===== src/rtl/brd_ctl_pkg.sv =====
package brd_ctl_pkg;

   typedef enum logic [3:0] {
      OFS_ID   = 4'h0,
      OFS_WIN  = 4'h4,
      OFS_STAT = 4'h8,
      OFS_MASK = 4'hC
   } reg_ofs_e;

   typedef enum logic [1:0] {
      BK_TEST = 2'd0,
      BK_CTRL = 2'd1,
      BK_PRI0 = 2'd2,
      BK_PRI1 = 2'd3
   } bank_e;

   typedef struct packed {
      logic id_rd;
      logic win_rd;
      logic stat_rd;
      logic mask_rd;
      logic bank_wr;
      logic win_wr;
      logic set_wr;
      logic clr_wr;
   } bus_dec_t;

endpackage


===== src/rtl/brd_ctl_dec.sv =====
module brd_ctl_dec
   import brd_ctl_pkg::*;
#(
   parameter int AW = 4
) (
   input  logic          cs,
   input  logic          rd,
   input  logic          wr,
   input  logic [AW-1:0] addr,
   output bus_dec_t      dec
);

   logic rd_q, wr_q;

   assign rd_q = cs && rd;
   assign wr_q = cs && wr;

   always_comb begin
      dec         = '0;
      dec.id_rd   = rd_q && (addr == AW'(OFS_ID));
      dec.win_rd  = rd_q && (addr == AW'(OFS_WIN));
      dec.stat_rd = rd_q && (addr == AW'(OFS_STAT));
      dec.mask_rd = rd_q && (addr == AW'(OFS_MASK));
      dec.bank_wr = wr_q && (addr == AW'(OFS_ID));
      dec.win_wr  = wr_q && (addr == AW'(OFS_WIN));
      dec.set_wr  = wr_q && (addr == AW'(OFS_STAT));
      dec.clr_wr  = wr_q && (addr == AW'(OFS_MASK));
   end

endmodule


===== src/rtl/brd_ctl_bank.sv =====
module brd_ctl_bank
   import brd_ctl_pkg::*;
#(
   parameter int             DW       = 8,
   parameter logic [DW-1:0]  TEST_RST = 8'h55,
   parameter logic [DW-1:0]  CTRL_RST = 8'h0E,
   parameter logic [DW-1:0]  PRI0_RST = 8'hF9,
   parameter logic [DW-1:0]  PRI1_RST = 8'hF0
) (
   input  logic          clk,
   input  logic          rst_n,
   input  logic          bank_wr,
   input  logic          win_wr,
   input  logic [DW-1:0] wdata,
   output logic [DW-1:0] win_rdata,
   output logic [DW-1:0] ctrl_q,
   output logic [DW-1:0] pri0_q,
   output logic [DW-1:0] pri1_q
);

   localparam int N_BANK = 4;

   logic [DW-1:0] bank_q;
   logic [DW-1:0] test_q;
   logic          bank_ok;
   bank_e         bank_sel;

   assign bank_ok  = (bank_q < DW'(N_BANK));
   assign bank_sel = bank_e'(bank_q[1:0]);

   always_ff @(posedge clk or negedge rst_n) begin
      if (!rst_n) begin
         bank_q <= '0;
         test_q <= TEST_RST;
         ctrl_q <= CTRL_RST;
         pri0_q <= PRI0_RST;
         pri1_q <= PRI1_RST;
      end else begin
         if (bank_wr) bank_q <= wdata;
         if (win_wr && bank_ok) begin
            case (bank_sel)
               BK_TEST: test_q <= ~wdata;
               BK_CTRL: ctrl_q <= wdata;
               BK_PRI0: pri0_q <= wdata;
               BK_PRI1: pri1_q <= wdata;
               default: ;
            endcase
         end
      end
   end

   always_comb begin
      win_rdata = '0;
      if (bank_ok) begin
         case (bank_sel)
            BK_TEST: win_rdata = test_q;
            BK_CTRL: win_rdata = ctrl_q;
            BK_PRI0: win_rdata = pri0_q;
            BK_PRI1: win_rdata = pri1_q;
            default: win_rdata = '0;
         endcase
      end
   end

   AST_TEST_INV: assert property (@(posedge clk) disable iff (!rst_n)
      (win_wr && bank_q == DW'(BK_TEST)) |=> (win_rdata == ~$past(wdata)));
   AST_BANK_OOR: assert property (@(posedge clk) disable iff (!rst_n)
      (bank_q >= DW'(N_BANK)) |-> (win_rdata == '0));
   AST_CTRL_HOLD: assert property (@(posedge clk) disable iff (!rst_n)
      !(win_wr && bank_q == DW'(BK_CTRL)) |=> $stable(ctrl_q));

endmodule


===== src/rtl/brd_ctl_irq.sv =====
module brd_ctl_irq #(
   parameter int DW    = 8,
   parameter int N_SRC = 8,
   parameter int N_OUT = 4
) (
   input  logic             clk,
   input  logic             rst_n,
   input  logic             set_wr,
   input  logic             clr_wr,
   input  logic [DW-1:0]    wdata,
   input  logic [N_SRC-1:0] src,
   input  logic [2*DW-1:0]  route,
   output logic [N_SRC-1:0] mask_q,
   output logic [N_OUT-1:0] irq_out
);

   localparam int RW = $clog2(N_OUT);

   logic [N_SRC-1:0] live;

   always_ff @(posedge clk or negedge rst_n) begin
      if (!rst_n)      mask_q <= '0;
      else if (set_wr) mask_q <= mask_q | wdata[N_SRC-1:0];
      else if (clr_wr) mask_q <= mask_q & ~wdata[N_SRC-1:0];
   end

   assign live = src & mask_q;

   for (genvar o = 0; o < N_OUT; o++) begin : g_out
      logic [N_SRC-1:0] hit;
      for (genvar s = 0; s < N_SRC; s++) begin : g_src
         assign hit[s] = live[s] && (route[s*RW +: RW] == RW'(o));
      end
      assign irq_out[o] = |hit;
   end

   AST_MASK_SET: assert property (@(posedge clk) disable iff (!rst_n)
      set_wr |=> ((mask_q & $past(wdata[N_SRC-1:0])) == $past(wdata[N_SRC-1:0])));
   AST_MASK_CLR: assert property (@(posedge clk) disable iff (!rst_n)
      clr_wr |=> ((mask_q & $past(wdata[N_SRC-1:0])) == '0));
   AST_MASK_HOLD: assert property (@(posedge clk) disable iff (!rst_n)
      (!set_wr && !clr_wr) |=> $stable(mask_q));

endmodule


===== src/rtl/brd_ctl_regs.sv =====
module brd_ctl_regs
   import brd_ctl_pkg::*;
#(
   parameter int            AW       = 4,
   parameter int            DW       = 8,
   parameter int            N_SRC    = 8,
   parameter int            N_OUT    = 4,
   parameter logic [DW-1:0] ID_VALUE = 8'h46,
   parameter logic [DW-1:0] TEST_RST = 8'h55,
   parameter logic [DW-1:0] CTRL_RST = 8'h0E,
   parameter logic [DW-1:0] PRI0_RST = 8'hF9,
   parameter logic [DW-1:0] PRI1_RST = 8'hF0
) (
   input  logic             clk,
   input  logic             rst_n,
   input  logic             bus_cs,
   input  logic             bus_rd,
   input  logic             bus_wr,
   input  logic [AW-1:0]    bus_addr,
   input  logic [DW-1:0]    bus_wdata,
   output logic [DW-1:0]    bus_rdata,
   input  logic [N_SRC-1:0] irq_src,
   output logic [N_OUT-1:0] irq_out,
   output logic             phy_nrst,
   output logic             rmii_sel,
   output logic [1:0]       mode_sel
);

   localparam int RW = $clog2(N_OUT);

   if (AW != 4) begin : g_chk_aw
      $error("brd_ctl_regs: AW must be 4");
   end
   if (DW != 8) begin : g_chk_dw
      $error("brd_ctl_regs: DW must be 8");
   end
   if (N_SRC != DW) begin : g_chk_src
      $error("brd_ctl_regs: N_SRC must equal DW");
   end
   if (N_OUT < 2 || (1 << RW) != N_OUT || N_SRC * RW != 2 * DW) begin : g_chk_out
      $error("brd_ctl_regs: routing fields must fill the two routing registers");
   end
   if (ID_VALUE[4:0] < 5'd6) begin : g_chk_ver
      $error("brd_ctl_regs: version field below 6");
   end

   bus_dec_t      dec;
   logic [DW-1:0] win_rdata;
   logic [DW-1:0] ctrl_q, pri0_q, pri1_q;
   logic [N_SRC-1:0] mask_q;
   logic [DW-1:0] rd_mux;
   logic          any_rd;

   brd_ctl_dec #(.AW(AW)) u_dec (
      .cs   (bus_cs),
      .rd   (bus_rd),
      .wr   (bus_wr),
      .addr (bus_addr),
      .dec  (dec)
   );

   brd_ctl_bank #(
      .DW(DW), .TEST_RST(TEST_RST), .CTRL_RST(CTRL_RST),
      .PRI0_RST(PRI0_RST), .PRI1_RST(PRI1_RST)
   ) u_bank (
      .clk       (clk),
      .rst_n     (rst_n),
      .bank_wr   (dec.bank_wr),
      .win_wr    (dec.win_wr),
      .wdata     (bus_wdata),
      .win_rdata (win_rdata),
      .ctrl_q    (ctrl_q),
      .pri0_q    (pri0_q),
      .pri1_q    (pri1_q)
   );

   brd_ctl_irq #(.DW(DW), .N_SRC(N_SRC), .N_OUT(N_OUT)) u_irq (
      .clk     (clk),
      .rst_n   (rst_n),
      .set_wr  (dec.set_wr),
      .clr_wr  (dec.clr_wr),
      .wdata   (bus_wdata),
      .src     (irq_src),
      .route   ({pri1_q, pri0_q}),
      .mask_q  (mask_q),
      .irq_out (irq_out)
   );

   assign any_rd = bus_cs && bus_rd;

   always_comb begin
      rd_mux = '0;
      if (dec.id_rd)   rd_mux = ID_VALUE;
      if (dec.win_rd)  rd_mux = win_rdata;
      if (dec.stat_rd) rd_mux = irq_src;
      if (dec.mask_rd) rd_mux = mask_q;
   end

   always_ff @(posedge clk or negedge rst_n) begin
      if (!rst_n)      bus_rdata <= '0;
      else if (any_rd) bus_rdata <= rd_mux;
      else             bus_rdata <= '0;
   end

   assign phy_nrst = ctrl_q[0];
   assign rmii_sel = ctrl_q[1];
   assign mode_sel = ctrl_q[3:2];

   AST_RDATA_IDLE: assert property (@(posedge clk) disable iff (!rst_n)
      !(bus_cs && bus_rd) |=> (bus_rdata == '0));
   AST_ID_READ: assert property (@(posedge clk) disable iff (!rst_n)
      (bus_cs && bus_rd && bus_addr == AW'(OFS_ID)) |=> (bus_rdata == ID_VALUE));
   AST_IRQ_GATED: assert property (@(posedge clk) disable iff (!rst_n)
      (irq_out != '0) |-> ((irq_src & mask_q) != '0));
   AST_STAT_RAW: assert property (@(posedge clk) disable iff (!rst_n)
      (bus_cs && bus_rd && bus_addr == AW'(OFS_STAT)) |=> (bus_rdata == $past(irq_src)));

endmodule


===== config.mk =====
export PLATFORM = sky130hd
export DESIGN_NAME = brd_ctl_regs
export DESIGN_NICKNAME = d
export VERILOG_FILES = /design/src/rtl/brd_ctl_pkg.sv /design/src/rtl/brd_ctl_dec.sv /design/src/rtl/brd_ctl_bank.sv /design/src/rtl/brd_ctl_irq.sv /design/src/rtl/brd_ctl_regs.sv
export SDC_FILE = /design/constraint.sdc
export NUM_CORES = 1
export LEC_CHECK = 0
export BUFFER_PORTS_ARGS = -buffer_cell sky130_fd_sc_hd__buf_2
export CORE_UTILIZATION = 47
export CTS_CLUSTER_SIZE = 25
export DETAILED_ROUTE_END_ITERATION = 8
export PLACE_DENSITY = 0.67
export SYNTH_ARGS = -nofsm -noshare
export SYNTH_HDL_FRONTEND = slang
export SYNTH_HIERARCHICAL = 1
export SYNTH_SLANG_ARGS = --single-unit

===== constraint.sdc =====
create_clock -name clk -period 2.8 [get_ports clk]
set_input_delay 0.42 -clock clk [delete_from_list [all_inputs] [get_ports clk]]
set_output_delay 0.42 -clock clk [all_outputs]
set_load 0.02 [all_outputs]

[After elaboration in Yosys (flattened, before gate mapping)]
Index checks and enable logic that the tools add are counted.
Word-level totals
  bits of input ports: 25
  flip-flop bits (word level): 56
Operators by class
  muxes and demuxes: 9
  reductions and logical operators: 62
  eq/ne operators: 30
  order comparisons: 1
  bitwise operators: 4
Operators with widths (number)
  8-bit 2-to-1 mux: 7
  1-bit logical AND: 43
  2-bit equality test (second input constant): 18
  8-bit one-hot mux with 4 select lines: 1
  8-bit OR reduction: 4
  2-bit by 1-bit equality test with 1-bit output (second input constant): 9
  2-bit zero test: 9
  8-bit bitwise AND: 2
  4-bit equality test (second input constant): 2
  8-bit by 3-bit less-than comparator with 1-bit output (second input constant): 1
  8-bit inverter: 1
  8-bit bitwise OR: 1
  2-bit AND reduction: 4
  7-bit 2-to-1 mux: 1
  4-bit by 3-bit equality test with 1-bit output (second input constant): 1
  4-bit zero test: 1
  2-bit nonzero test: 1

[Logic depth before layout (Yosys ltp)]
Gate-level depths: netlist of the first run.
  depth in word-level cells: 7
  mapped depth: 6

[Cells and area by module]
The synthesis of the first run kept the hierarchy.
Modules (own cells, without submodules)
  brd_ctl_bank: sequential area each 1022.2 sq um, instances 1, cells each 119, area each 1876.8 sq um
  brd_ctl_irq: sequential area each 200.2 sq um, instances 1, cells each 73, area each 604.3 sq um
  brd_ctl_regs: sequential area each 200.2 sq um, instances 1, cells each 39, area each 386.6 sq um
  brd_ctl_dec: sequential area each 0.0 sq um, instances 1, cells each 14, area each 90.1 sq um

[Least setup slack after synthesis of the first run]
No wires, ideal clock.
  kind: input -> register
  start: in bus_addr[3]
  end: reg u_bank.ctrl_q[0]
  slack: 0.706 ns
  data arrival time: 1.969 ns
  library setup time: 0.125 ns
  cell stages on the path: 4
  required time: 2.675 ns
  path through: or4b_1 > nor2_1 > nand4_2 > mux2_2
RTL lines
  start, declared: RTL line brd_ctl_regs.sv:19  | input logic [AW-1:0] bus_addr,
  end signal, assigned: RTL line brd_ctl_bank.sv:43  | BK_CTRL: ctrl_q <= wdata;
  end, declared: RTL line brd_ctl_bank.sv:16  | output logic [DW-1:0] ctrl_q,

[Worst setup path after layout of the first run]
  start: reg u_bank.pri0_q[6]
  end: out irq_out[2]
On the way
  longest elaborated chain between the ends: 3
Ends and longest elaborated chain
  start, declared: RTL line brd_ctl_bank.sv:17  | output logic [DW-1:0] pri0_q,
  start signal, assigned: RTL line brd_ctl_bank.sv:44  | BK_PRI0: pri0_q <= wdata;
  2-bit equality test: RTL line brd_ctl_irq.sv:32  | assign hit[s] = live[s] && (route[s*RW +: RW] == RW'(o));
  1-bit logical AND: RTL line brd_ctl_irq.sv:32
  8-bit OR reduction: RTL line brd_ctl_irq.sv:34  | assign irq_out[o] = |hit;
  end, declared: RTL line brd_ctl_regs.sv:23  | output logic [N_OUT-1:0] irq_out,
Every way passes these cells.

==> reports/summary.md, run 1 <==
- result of the run: complete, no violations
- portion of the post-synthesis area used by sequential elements: 48.1%
- WP data arrival: 1.82 ns
- DRC violations left: 0
- count of clock tree sinks: 56
- FF+latch count, synth: 56
- type of origin of the critical path: flop
- sum of overflow across all layers after global routing: 0
- vertical die dimension: 81.3 µm
- area inside the core boundary: 5990 µm²
- dpl cell area: 3230 µm²
- Cell variety after synth: 42
- average wire per standard cell: 19.9 µm
- final wirelength: 7230 µm
- most frequent standard cell in the layout excluding fill and tap cells: buf_2
- worst hold-check path type: input pin to asynchronous set/reset pin
- Final ANT Viol Nets: 0
- Peak VDD IR: 270 µV
- Synth warnings: 6
- initial antenna violation count: 0
- average instance area after synthesis: 12.1 µm²
- Final min period: 2.24 ns
- full die area: 6610 µm²
- CTS H-tree lvls: 2
- chip width: 81.3 µm
- Clock Path Buffers: 2
- Post-CTS Setup Bufs: 0
- timing-limited maximum frequency: 446 MHz
- post-detailed-route via-to-cell ratio: 6.17
- effective utilization at floorplan: 49.4%
- Post-synth ARST share: 100%
- HPWL after DPL: 5400 µm
- number of nets in the layout: 312
- Hold Fails Final Rpt: 0
- Synth Net Count: 270
- Critical Path Slowest Stage Cell: dfstp_2
- startpoint-to-endpoint class of the critical path: flop to output port
- Max Transition Viols Final: 0
- highest-count cells in the layout ignoring fill and taps: buf_2 (40), dfrtp_1 (39), mux2_2 (32)
- Pre-antenna DRT Iters: 4
- Synth-to-Final Area Change: 13.0%
- number of instances resized during post-cts repair: 0
- EDFF count, synth: 0
- worst path bufs/invs: 1
- Starting DRT DRC Count: 151
- Hold Buf Count CTS: 0
- maximum clock skew at final layout: 0.0167 ns
- ratio of total power to cell area: 564 nW/µm²
- proportion of layout cells with a drive suffix above 1: 43.1%
- antenna diode count: 0
- TritonCTS clock tree: yes
- slowest cell delay on critical path: 0.57 ns
- family with the most delay on the worst path: simple AND/OR/NAND/NOR gates
- kind of capture point of the worst setup path: output port
- Mapped Cells: 245
- summed area of non-filler cells in the final layout: 3340 µm²
- fillcell total: 506
- first-pass GRT wire length: 11300 µm
- number of max-capacitance violations reported: 0
- critical-path cell list: nand3b_1 > o32ai_1 > or4_1 > buf_2
- Main synth FF type: dfrtp_1
- port bufs: 40
- overall fraction of global-route tracks in use: 23.9%
- largest net degree at the start of global routing: 57
- Required @ worst endpoint: 2.38 ns
- TritonCTS Buffers: 5
- Clk pin slew, worst setup/hold paths: 0.11 ns
- number of global-route vias before repair: 2126
- latest clock arrival within the worst-skew pair: 0.32 ns
- setup total negative slack: 0 ns
- Root Buffer: clkbuf_8
- number of placement rows: 28
- Period Utilization, post-route: 80.1%
- IO Pins: 41
- Least-Margin Pin Slew: 0.806 ns
- worst slew margin relative to its limit: 45.8%
- GP Congestion: 1.01
- total standard cell area after synthesis: 2960 µm²
- leakage dissipation: 0.00156 µW
- r2r setup slk: 0.71 ns
- RSZ-0062 raised after global routing: no
- crit-path max FO: 4
- total number of vias: 2241
- setup violators final: 0
power by group:
part	switching, µW	total (µW)	internal, µW
Combinational	168	346	178
Sequential	103	997	893
Clock	270	541	271
routing by layer:
layer | share of wire (%) | global-route usage [%]
met1 | 43 | 31.6
met2 | 50 | 40.0
met3 | 6.2 | 4.61
met4 | 0.82 | 5.89
met5 | 0 | 0
worst paths after layout:
kind / end / start / cells past startpoint
setup / recovery: irq_out[2] / u_bank/pri0_q[6]$_DFFE_PN1P_ / 4
setup reg to reg: u_bank/pri0_q[1]$_DFFE_PN0P_ / u_bank/bank_q[7]$_DFFE_PN0P_ / 3
max in group asynchronous: u_bank/test_q[1]$_DFFE_PN0P_ / rst_n / 2
min in group clk: u_bank/test_q[2]$_DFFE_PN1P_ / bus_wdata[2] / 2
hold / removal: bus_rdata[3]$_DFF_PN0_ / rst_n / 2
hold reg to reg: u_bank/test_q[0]$_DFFE_PN1P_ / u_bank/test_q[0]$_DFFE_PN1P_ / 2
cells in the mapped netlist (2+ instances only):
cell / count / area share, %
a211oi_1: 4 / 1.0
a221oi_1: 5 / 1.5
a22o_1: 8 / 2.4
a31oi_1: 2 / 0.42
and3_2: 8 / 2.0
buf_2: 2 / 0.34
clkbuf_1: 4 / 0.51
dfrtp_1: 39 / 33
dfstp_2: 17 / 15
inv_1: 13 / 1.6
mux2_2: 32 / 12
mux2i_1: 8 / 2.7
mux4_2: 8 / 6.1
nand2_1: 17 / 2.2
nand2b_1: 2 / 0.42
nand3_1: 8 / 1.4
nand3b_1: 2 / 0.51
nand4_1: 6 / 1.3
nand4_2: 2 / 0.85
nand4_4: 2 / 1.4
nand4b_1: 4 / 1.2
nand4bb_1: 2 / 0.76
nor2_1: 14 / 1.8
nor2b_1: 2 / 0.42
nor3_1: 6 / 1.0
o21ai_1: 2 / 0.34
o22ai_1: 8 / 1.7
o32a_1: 2 / 0.68
o32ai_1: 2 / 0.59
or4_1: 2 / 0.51
cell families (layout without fill, tap and decap cells):
| family | count (synthesis) | after routing | share of synthesized area (%) |
|---|---|---|---|
| AND/OR/NAND/NOR | 86 | 86 | 19.1 |
| multiplexers | 48 | 48 | 21.0 |
| buffers and inverters | 22 | 65 | 3.26 |
| AO/OA/AOI/OAI | 33 | 33 | 8.59 |
| flip-flops | 56 | 56 | 48.1 |
cell type report:
cell class / instances / area, µm² / share of cell area, %
clock inverter: 2 / 38.8 / 1.16
timing repair buffer: 43 / 223 / 6.66
sequential: 56 / 1420 / 42.6
clock buffer: 6 / 72.6 / 2.17
multi-input combinational: 167 / 1440 / 43.1
inverter: 14 / 52.6 / 1.57
tap: 75 / 93.8 / 2.81
through the flow:
step	setup WS [ns]	power, µW	utilization (%)	hold slack [ns]	std cells
final	0.558	1880	55.8	0.220	363
after global routing	0.483	1970	55.8	0.282	363
after CTS	0.542	1900	55.8	0.248	363
after detailed placement	0.366	1360	53.9	0.468	355
after global placement	0.412	1340	53.9	0.456	355
after floorplan	0.706	1230	-	0.124	245
Note: power is estimated with default switching activity, not from simulation.
==> run 2: changes to the inputs <==
Settings changed: PLACE_DENSITY 0.67 to 0.7.
Clock period 2.8 ns to 1.9 ns, I/O delays scaled along.
==> run 2 against run 1 <==
The run now ends with setup timing left. Largest cell class unchanged. Via count increased by 2.8%. Combinational power rose by 69%. Sequential power is 46% higher. Register-to-register slack got worse by 0.59 ns. Hold slack worse by 0.021 ns. Critical path depth is 1 lower. Die area is the same. Critical endpoint unchanged.
==> reports/summary.md, run 2 (synthesis results as in run 1) <==
- result of the run: complete, but fails checks
- violations in the final reports: setup timing
- vertical die dimension: 81.3 µm, unchanged
- largest net degree at the start of global routing: 37, -35%
- worst slew margin relative to its limit: 66.6%, +21 points
- number of cells in the finished layout apart from fillers: 381, +5.0%
- full die area: 6610 µm², unchanged
- first-pass GRT wire length: 11700 µm, +3.2%
- final wirelength: 7540 µm, +4.2%
- Synth-to-Final Area Change: 21.0%
- post-detailed-route via-to-cell ratio: 6.04, -2.1%
- summed area of non-filler cells in the final layout: 3580 µm², +7.1%
- TritonCTS Buffers: 5, unchanged
- worst slack at placement: -0.0745 ns, -0.440 ns
- sum of overflow across all layers after global routing: 0, unchanged
- number of placement rows: 28, unchanged
- leakage dissipation: 0.00167 µW, +7.1%
- area inside the core boundary: 5990 µm², unchanged
- type of origin of the critical path: flop
- antenna diode count: 0, unchanged
- TritonCTS clock tree: yes
- Root Buffer: clkbuf_8
- total instance count after detailed placement: 367, +3.4%
- latest clock arrival within the worst-skew pair: 0.31 ns, about the same
- Final ANT Viol Nets: 0, unchanged
- GP Congestion: 0.994, -1.7%
- HPWL after DPL: 5570 µm, +3.2%
- Max Transition Viols Final: 0, unchanged
- overall fraction of global-route tracks in use: 24.5%, +0.61 points
- dpl cell area: 3340 µm², +3.3%
- post-route setup slack: -0.0834 ns, -0.641 ns
- chip width: 81.3 µm, unchanged
- crit-path max FO: 5, +1
- DRC violations left: 0, unchanged
- CTS H-tree lvls: 2, unchanged
- Pre-antenna DRT Iters: 5, +1
- WP data arrival: 1.70 ns, -0.12 ns
- most frequent standard cell in the layout excluding fill and tap cells: dfrtp_1
- Final min period: 1.98 ns
- effective utilization at floorplan: 49.4%, unchanged
- count of clock tree sinks: 56, unchanged
- number of nets in the layout: 330, +5.8%
- kind of capture point of the worst setup path: output port
- startpoint-to-endpoint class of the critical path: flop to output port
- Hold Fails Final Rpt: 0, unchanged
- number of global-route vias before repair: 2223, +4.6%
- Period Utilization, post-route: 104%
- number of max-capacitance violations reported: 0, unchanged
- RSZ-0062 raised after global routing: yes
- average wire per standard cell: 19.8 µm, -0.72%
- initial antenna violation count: 0, unchanged
- proportion of layout cells with a drive suffix above 1: 50.0%, +6.9 points
- timing-limited maximum frequency: 504 MHz
- worst hold-check path type: input pin to flop
- Required @ worst endpoint: 1.62 ns, -0.76 ns
- Clock Path Buffers: 2, unchanged
- Clk pin slew, worst setup/hold paths: 0.11 ns, about the same
- ratio of total power to cell area: 796 nW/µm², +41%
- port bufs: 40, unchanged
- core utilization of the finished layout: 59.7%, +3.9 points
- IO Pins: 41, unchanged
- setup violators final: 3, +3
- Least-Margin Pin Slew: 0.501 ns, -0.306 ns
- highest-count cells in the layout ignoring fill and taps: dfrtp_1 (38), buf_2 (36), mux2_2 (32)
- total number of vias: 2303, +2.8%
- Peak VDD IR: 547 µV, +100%
- maximum clock skew at final layout: 0.00965 ns, -0.00703 ns
- Starting DRT DRC Count: 199, +32%
run 2: cell count changes in the layout (fill, tap and decap cells not counted), moves of 2 or more:
cell      delta
nand3_2      +2
buf_4       +16
buf_6        +4
or4_4        +2
or4_1        -2
nand3_1      -2
clkinv_4     +2
buf_2        -4
o22ai_1      -2
o22ai_2      +2
run 2: timing repair:
item                                   CTS  global route
hold buffers                             1             0
endpoints found under the hold margin   14             0
buffers inserted                         4             1
setup endpoints to repair                2            12
gates cloned                             0             0
pin swaps                                3             4
gates resized for setup                  9            10
run 2: worst max-delay path: stages, from the launching register on:
cell and delay, ns:
dfstp_2 0.60, o22ai_2 0.10, or4_4 0.54, buf_6 0.15
run 2: final timing paths:
| check | cells after the start | endpoint | start | slack [ns] |
|---|---|---|---|---|
| hold / removal | 2 | u_bank/test_q[2]$_DFFE_PN1P_ | bus_wdata[2] | 0.20 |
| setup reg to reg | 4 | bus_rdata[4]$_DFF_PN0_ | u_bank/bank_q[0]$_DFFE_PN0P_ | 0.12 |
| min in group asynchronous | 2 | asynchronous set/reset pin | rst_n | 0.46 |
| hold reg to reg | 2 | u_bank/test_q[0]$_DFFE_PN1P_ | u_bank/test_q[0]$_DFFE_PN1P_ | 0.47 |
| max in group asynchronous | 3 | u_bank/pri0_q[4]$_DFFE_PN1P_ | rst_n | 0.80 |
| setup / recovery | 3 | irq_out[2] | u_bank/pri0_q[0]$_DFFE_PN1P_ | -0.08 |
run 2: layer usage:
metal  vias to the layer above  share of wire [%]  track usage [%]
met5                         -                  0                0
met4                         0                3.2             9.82
met3                        25                6.4             3.82
met2                       110                 47             40.6
met1                      1119                 44             31.7
li1                       1049                  -                -
run 2: power by group:
| group | switching [µW] | leakage, µW | internal (µW) |
|---|---|---|---|
| combinational | 277 | 0.000932 | 309 |
| clock | 404 | 0.0000583 | 398 |
| sequential | 143 | 0.000682 | 1320 |
run 2: layout make-up:
cell class / count / area, µm²
Fill cell: 508 / 2410
Timing Repair Buffer: 61 / 398
Inverter: 14 / 52.6
Multi-Input combinational cell: 167 / 1490
Clock buffer: 5 / 68.8
Sequential cell: 56 / 1420
Tap cell: 75 / 93.8
Clock inverter: 3 / 47.5
run 2: through the flow:
| step | power (µW) | setup TNS [ns] | hold WS [ns] |
|---|---|---|---|
| 6_report | 2850 | -0.174 | 0.198 |
| 4_1_cts | 2840 | -0.232 | 0.197 |
| 5_1_grt | 2970 | -0.331 | 0.203 |
| 3_5_place_dp | 2030 | -0.685 | 0.280 |
| 3_3_place_gp | 2020 | -0.313 | 0.274 |
| 2_1_floorplan | 1810 | 0 | -0.0106 |
==> run 3: changes to the inputs <==
Settings changed: SYNTH_HIERARCHICAL 1 to default.
==> run 3 against run 2 <==
The run still ends with setup timing left. Critical path depth rose by 1. Design area increased by 2.2%. Die area shrank 2.8%. Final cell count up 0.52%. Critical path type unchanged.
==> reports/summary.md, run 3 <==
- result of the run: complete, but fails checks
- violations in the final reports: setup timing
- Cell variety after synth: 41, -2.4%
- full die area: 6430 µm², -2.8%
- slowest cell delay on critical path: 0.55 ns, -0.05 ns
- total instance count after detailed placement: 359, -2.2%
- HPWL after DPL: 5730 µm, +2.8%
- Final ANT Viol Nets: 0, unchanged
- antenna diode count: 0, unchanged
- latest clock arrival within the worst-skew pair: 0.31 ns, about the same
- timing-limited maximum frequency: 498 MHz, -1.3%
- average instance area after synthesis: 12.3 µm², +2.1%
- overall fraction of global-route tracks in use: 27.1%, +2.7 points
- effective utilization at floorplan: 48.5%, -0.87 points
- Main synth FF type: dfrtp_1
- crit-path max FO: 2, -3
- CTS H-tree lvls: 2, unchanged
- most numerous cell types in the synthesized netlist: mux2_2 (40), dfrtp_1 (39), nand2_1 (21)
- cell types with the largest area share after synthesis: dfrtp_1 (34%), mux2_2 (16%), dfstp_2 (16%)
- kind of capture point of the worst setup path: output port
- type of origin of the critical path: flop
- chip width: 80.2 µm, -1.4%
- largest area contributor in the netlist: dfrtp_1
- setup violators final: 2, -1
- Required @ worst endpoint: 1.62 ns, about the same
- Final min period: 2.01 ns, +0.0260 ns
- Clk pin slew, worst setup/hold paths: 0.10 ns, about the same
- portion of the post-synthesis area used by sequential elements: 49.5%, +1.4 points
- Period Utilization, post-route: 106%, +1.4 points
- Mapped Cells: 233, -4.9%
- Synth-to-Final Area Change: 27.4%
- Peak VDD IR: 463 µV, -15%
- Least-Margin Pin Slew: 0.646 ns, +0.145 ns
- proportion of layout cells with a drive suffix above 1: 53.9%, +3.9 points
- TritonCTS clock tree: yes
- ratio of total power to cell area: 771 nW/µm², -3.1%
- post-route setup slack: -0.109 ns, -0.0260 ns
- initial antenna violation count: 0, unchanged
- count of clock tree sinks: 56, unchanged
- number of global-route vias before repair: 2352, +5.8%
- vertical die dimension: 80.2 µm, -1.4%
- Max Transition Viols Final: 0, unchanged
- Hold Fails Final Rpt: 0, unchanged
- most repeated cell in the gate-level netlist after synthesis: mux2_2
- FF+latch count, synth: 56, unchanged
- number of max-capacitance violations reported: 0, unchanged
- fraction of synthesized cell area taken by the top area cell type: 34.0%, +0.99 points
- WP data arrival: 1.72 ns, +0.02 ns
- Post-synth ARST share: 100%, unchanged
- area inside the core boundary: 5920 µm², -1.2%
- number of cells in the finished layout apart from fillers: 383, +0.52%
- final wirelength: 8350 µm, +11%
- most frequent standard cell in the layout excluding fill and tap cells: dfrtp_1
- fillcell total: 481, -5.3%
- EDFF count, synth: 0, unchanged
- GP Congestion: 0.965, -2.9%
- leakage dissipation: 0.00164 µW, -2.1%
- maximum clock skew at final layout: 0.00958 ns, -0.0000705 ns
- average wire per standard cell: 21.8 µm, +10%
- total standard cell area after synthesis: 2870 µm², -2.9%
- sum of overflow across all layers after global routing: 0, unchanged
- Root Buffer: clkbuf_8
- worst hold-check path type: input pin to flop
- worst path bufs/invs: 1, unchanged
- post-detailed-route via-to-cell ratio: 6.31, +4.4%
- largest net degree at the start of global routing: 22, -41%
- startpoint-to-endpoint class of the critical path: flop to output port
- Critical Path Slowest Stage Cell: dfstp_2
- number of nets in the layout: 332, +0.61%
- DRC violations left: 0, unchanged
- Starting DRT DRC Count: 289, +45%
- family with the most delay on the worst path: simple AND/OR/NAND/NOR gates
- total number of vias: 2417, +5.0%
- IO Pins: 41, unchanged
- first-pass GRT wire length: 12600 µm, +8.0%
- Pre-antenna DRT Iters: 5, unchanged
- TritonCTS Buffers: 5, unchanged
- highest-count cells in the layout ignoring fill and taps: dfrtp_1 (38), buf_2 (36), buf_4 (29)
- RSZ-0062 raised after global routing: yes
- number of placement rows: 28, unchanged
- worst slew margin relative to its limit: 56.9%, -9.7 points
- Clock Path Buffers: 2, unchanged
- critical-path cell list: nand3b_1 > o22ai_1 > or4_1 > buf_6
- Hold WS: 0.216 ns, +0.0172 ns
- port bufs: 40, unchanged
- Synth warnings: 0, -6
- Synth Net Count: 258, -4.4%
==> run 3: cell types whose count changed after synthesis, moves of 4 or more <==
cell,change
nand2_1,+4
o21ai_0,+5
and3_2,-8
mux2_2,+8
inv_1,+5
nand4b_1,-4
nor2_1,-6
nand4_1,-5
a22o_1,-8
==> run 3: final timing paths <==
path | startpoint | endpoint | slack [ns] | cells after the start
worst max register to register | u_bank.bank_q[7]$_DFFE_PN0P_ | u_bank.pri0_q[2]$_DFFE_PN0P_ | 0.02 | 6
min in group asynchronous | rst_n | asynchronous set/reset pin | 0.46 | 2
worst min register to register | u_bank.test_q[0]$_DFFE_PN1P_ | u_bank.test_q[0]$_DFFE_PN1P_ | 0.48 | 2
worst max-delay path | u_bank.pri1_q[4]$_DFFE_PN1P_ | irq_out[2] | -0.11 | 4
max in group asynchronous | rst_n | u_bank.pri0_q[3]$_DFFE_PN1P_ | 0.72 | 3
worst min-delay path | bus_wdata[0] | u_bank.test_q[0]$_DFFE_PN1P_ | 0.22 | 2
==> run 3: where the power goes <==
group	internal [µW]	total, µW	switching (µW)	leakage [µW]
registers	1320	1450	124	0.000681
clock network	339	731	391	0.0000534
logic	333	646	313	0.000902
total	1990	2820	828	0.00164
==> run 3: kinds of logic (layout without fill, tap and decap cells) <==
logic type             count (synthesis)  after routing  synth area share (%)
and+or+nand+nor                       67             67                  14.8
muxes                                 56             56                  24.7
DFF                                   56             56                  49.5
AOI/OAI and AO/OA                     30             30                  7.45
buffers and inverters                 24             99                  3.44
==> run 3: per-stage QoR <==
step	setup TNS [ns]	power (µW)	util, %	setup WS, ns	instance area (µm²)
2_1_floorplan	0	1760	-	0.0178	2870
3_5_place_dp	0	2000	55.7	0.0200	3300
6_report	-0.142	2820	61.8	-0.109	3660
4_1_cts	-0.0217	2770	59.6	-0.0217	3530
3_3_place_gp	0	1990	55.7	0.0920	3300
5_1_grt	-0.520	2920	61.8	-0.118	3660
==> run 3: final cells by class <==
cell class / instances / area, µm² / share of cell area [%]
Multi-Input combinational cell: 153 / 1460 / 39.8
Sequential cell: 56 / 1420 / 38.9
Timing Repair Buffer: 73 / 513 / 14.0
Clock buffer: 7 / 97.6 / 2.67
Tap cell: 75 / 93.8 / 2.56
Inverter: 18 / 67.6 / 1.85
Clock inverter: 1 / 5.00 / 0.137
==> run 3: per-layer routing <==
| metal | up-vias | global-route usage, % | part of all wire [%] |
|---|---|---|---|
| li1 | 1017 | - | - |
| met1 | 1206 | 38.1 | 42 |
| met2 | 161 | 42.2 | 46 |
| met3 | 33 | 4.77 | 8.0 |
| met4 | 0 | 9.46 | 4.1 |
| met5 | - | 0 | 0 |
==> run 3: worst reg2reg max path, cell delays in order (launching register included) <==
cell     delay [ns]
dfrtp_1        0.41
nor4_2         0.28
buf_4          0.17
nand3_4        0.14
nor4b_4        0.26
buf_6          0.19
mux2_2         0.34
==> run 3: repair_timing <==
action / CTS / global route
gates cloned: 0 / 0
hold buffers: 1 / 0
setup buffers: 12 / 3
pin swaps: 2 / 4
endpoints found under the setup margin: 4 / 22
hold endpoints to repair: 13 / 0
gates resized for setup: 8 / 26
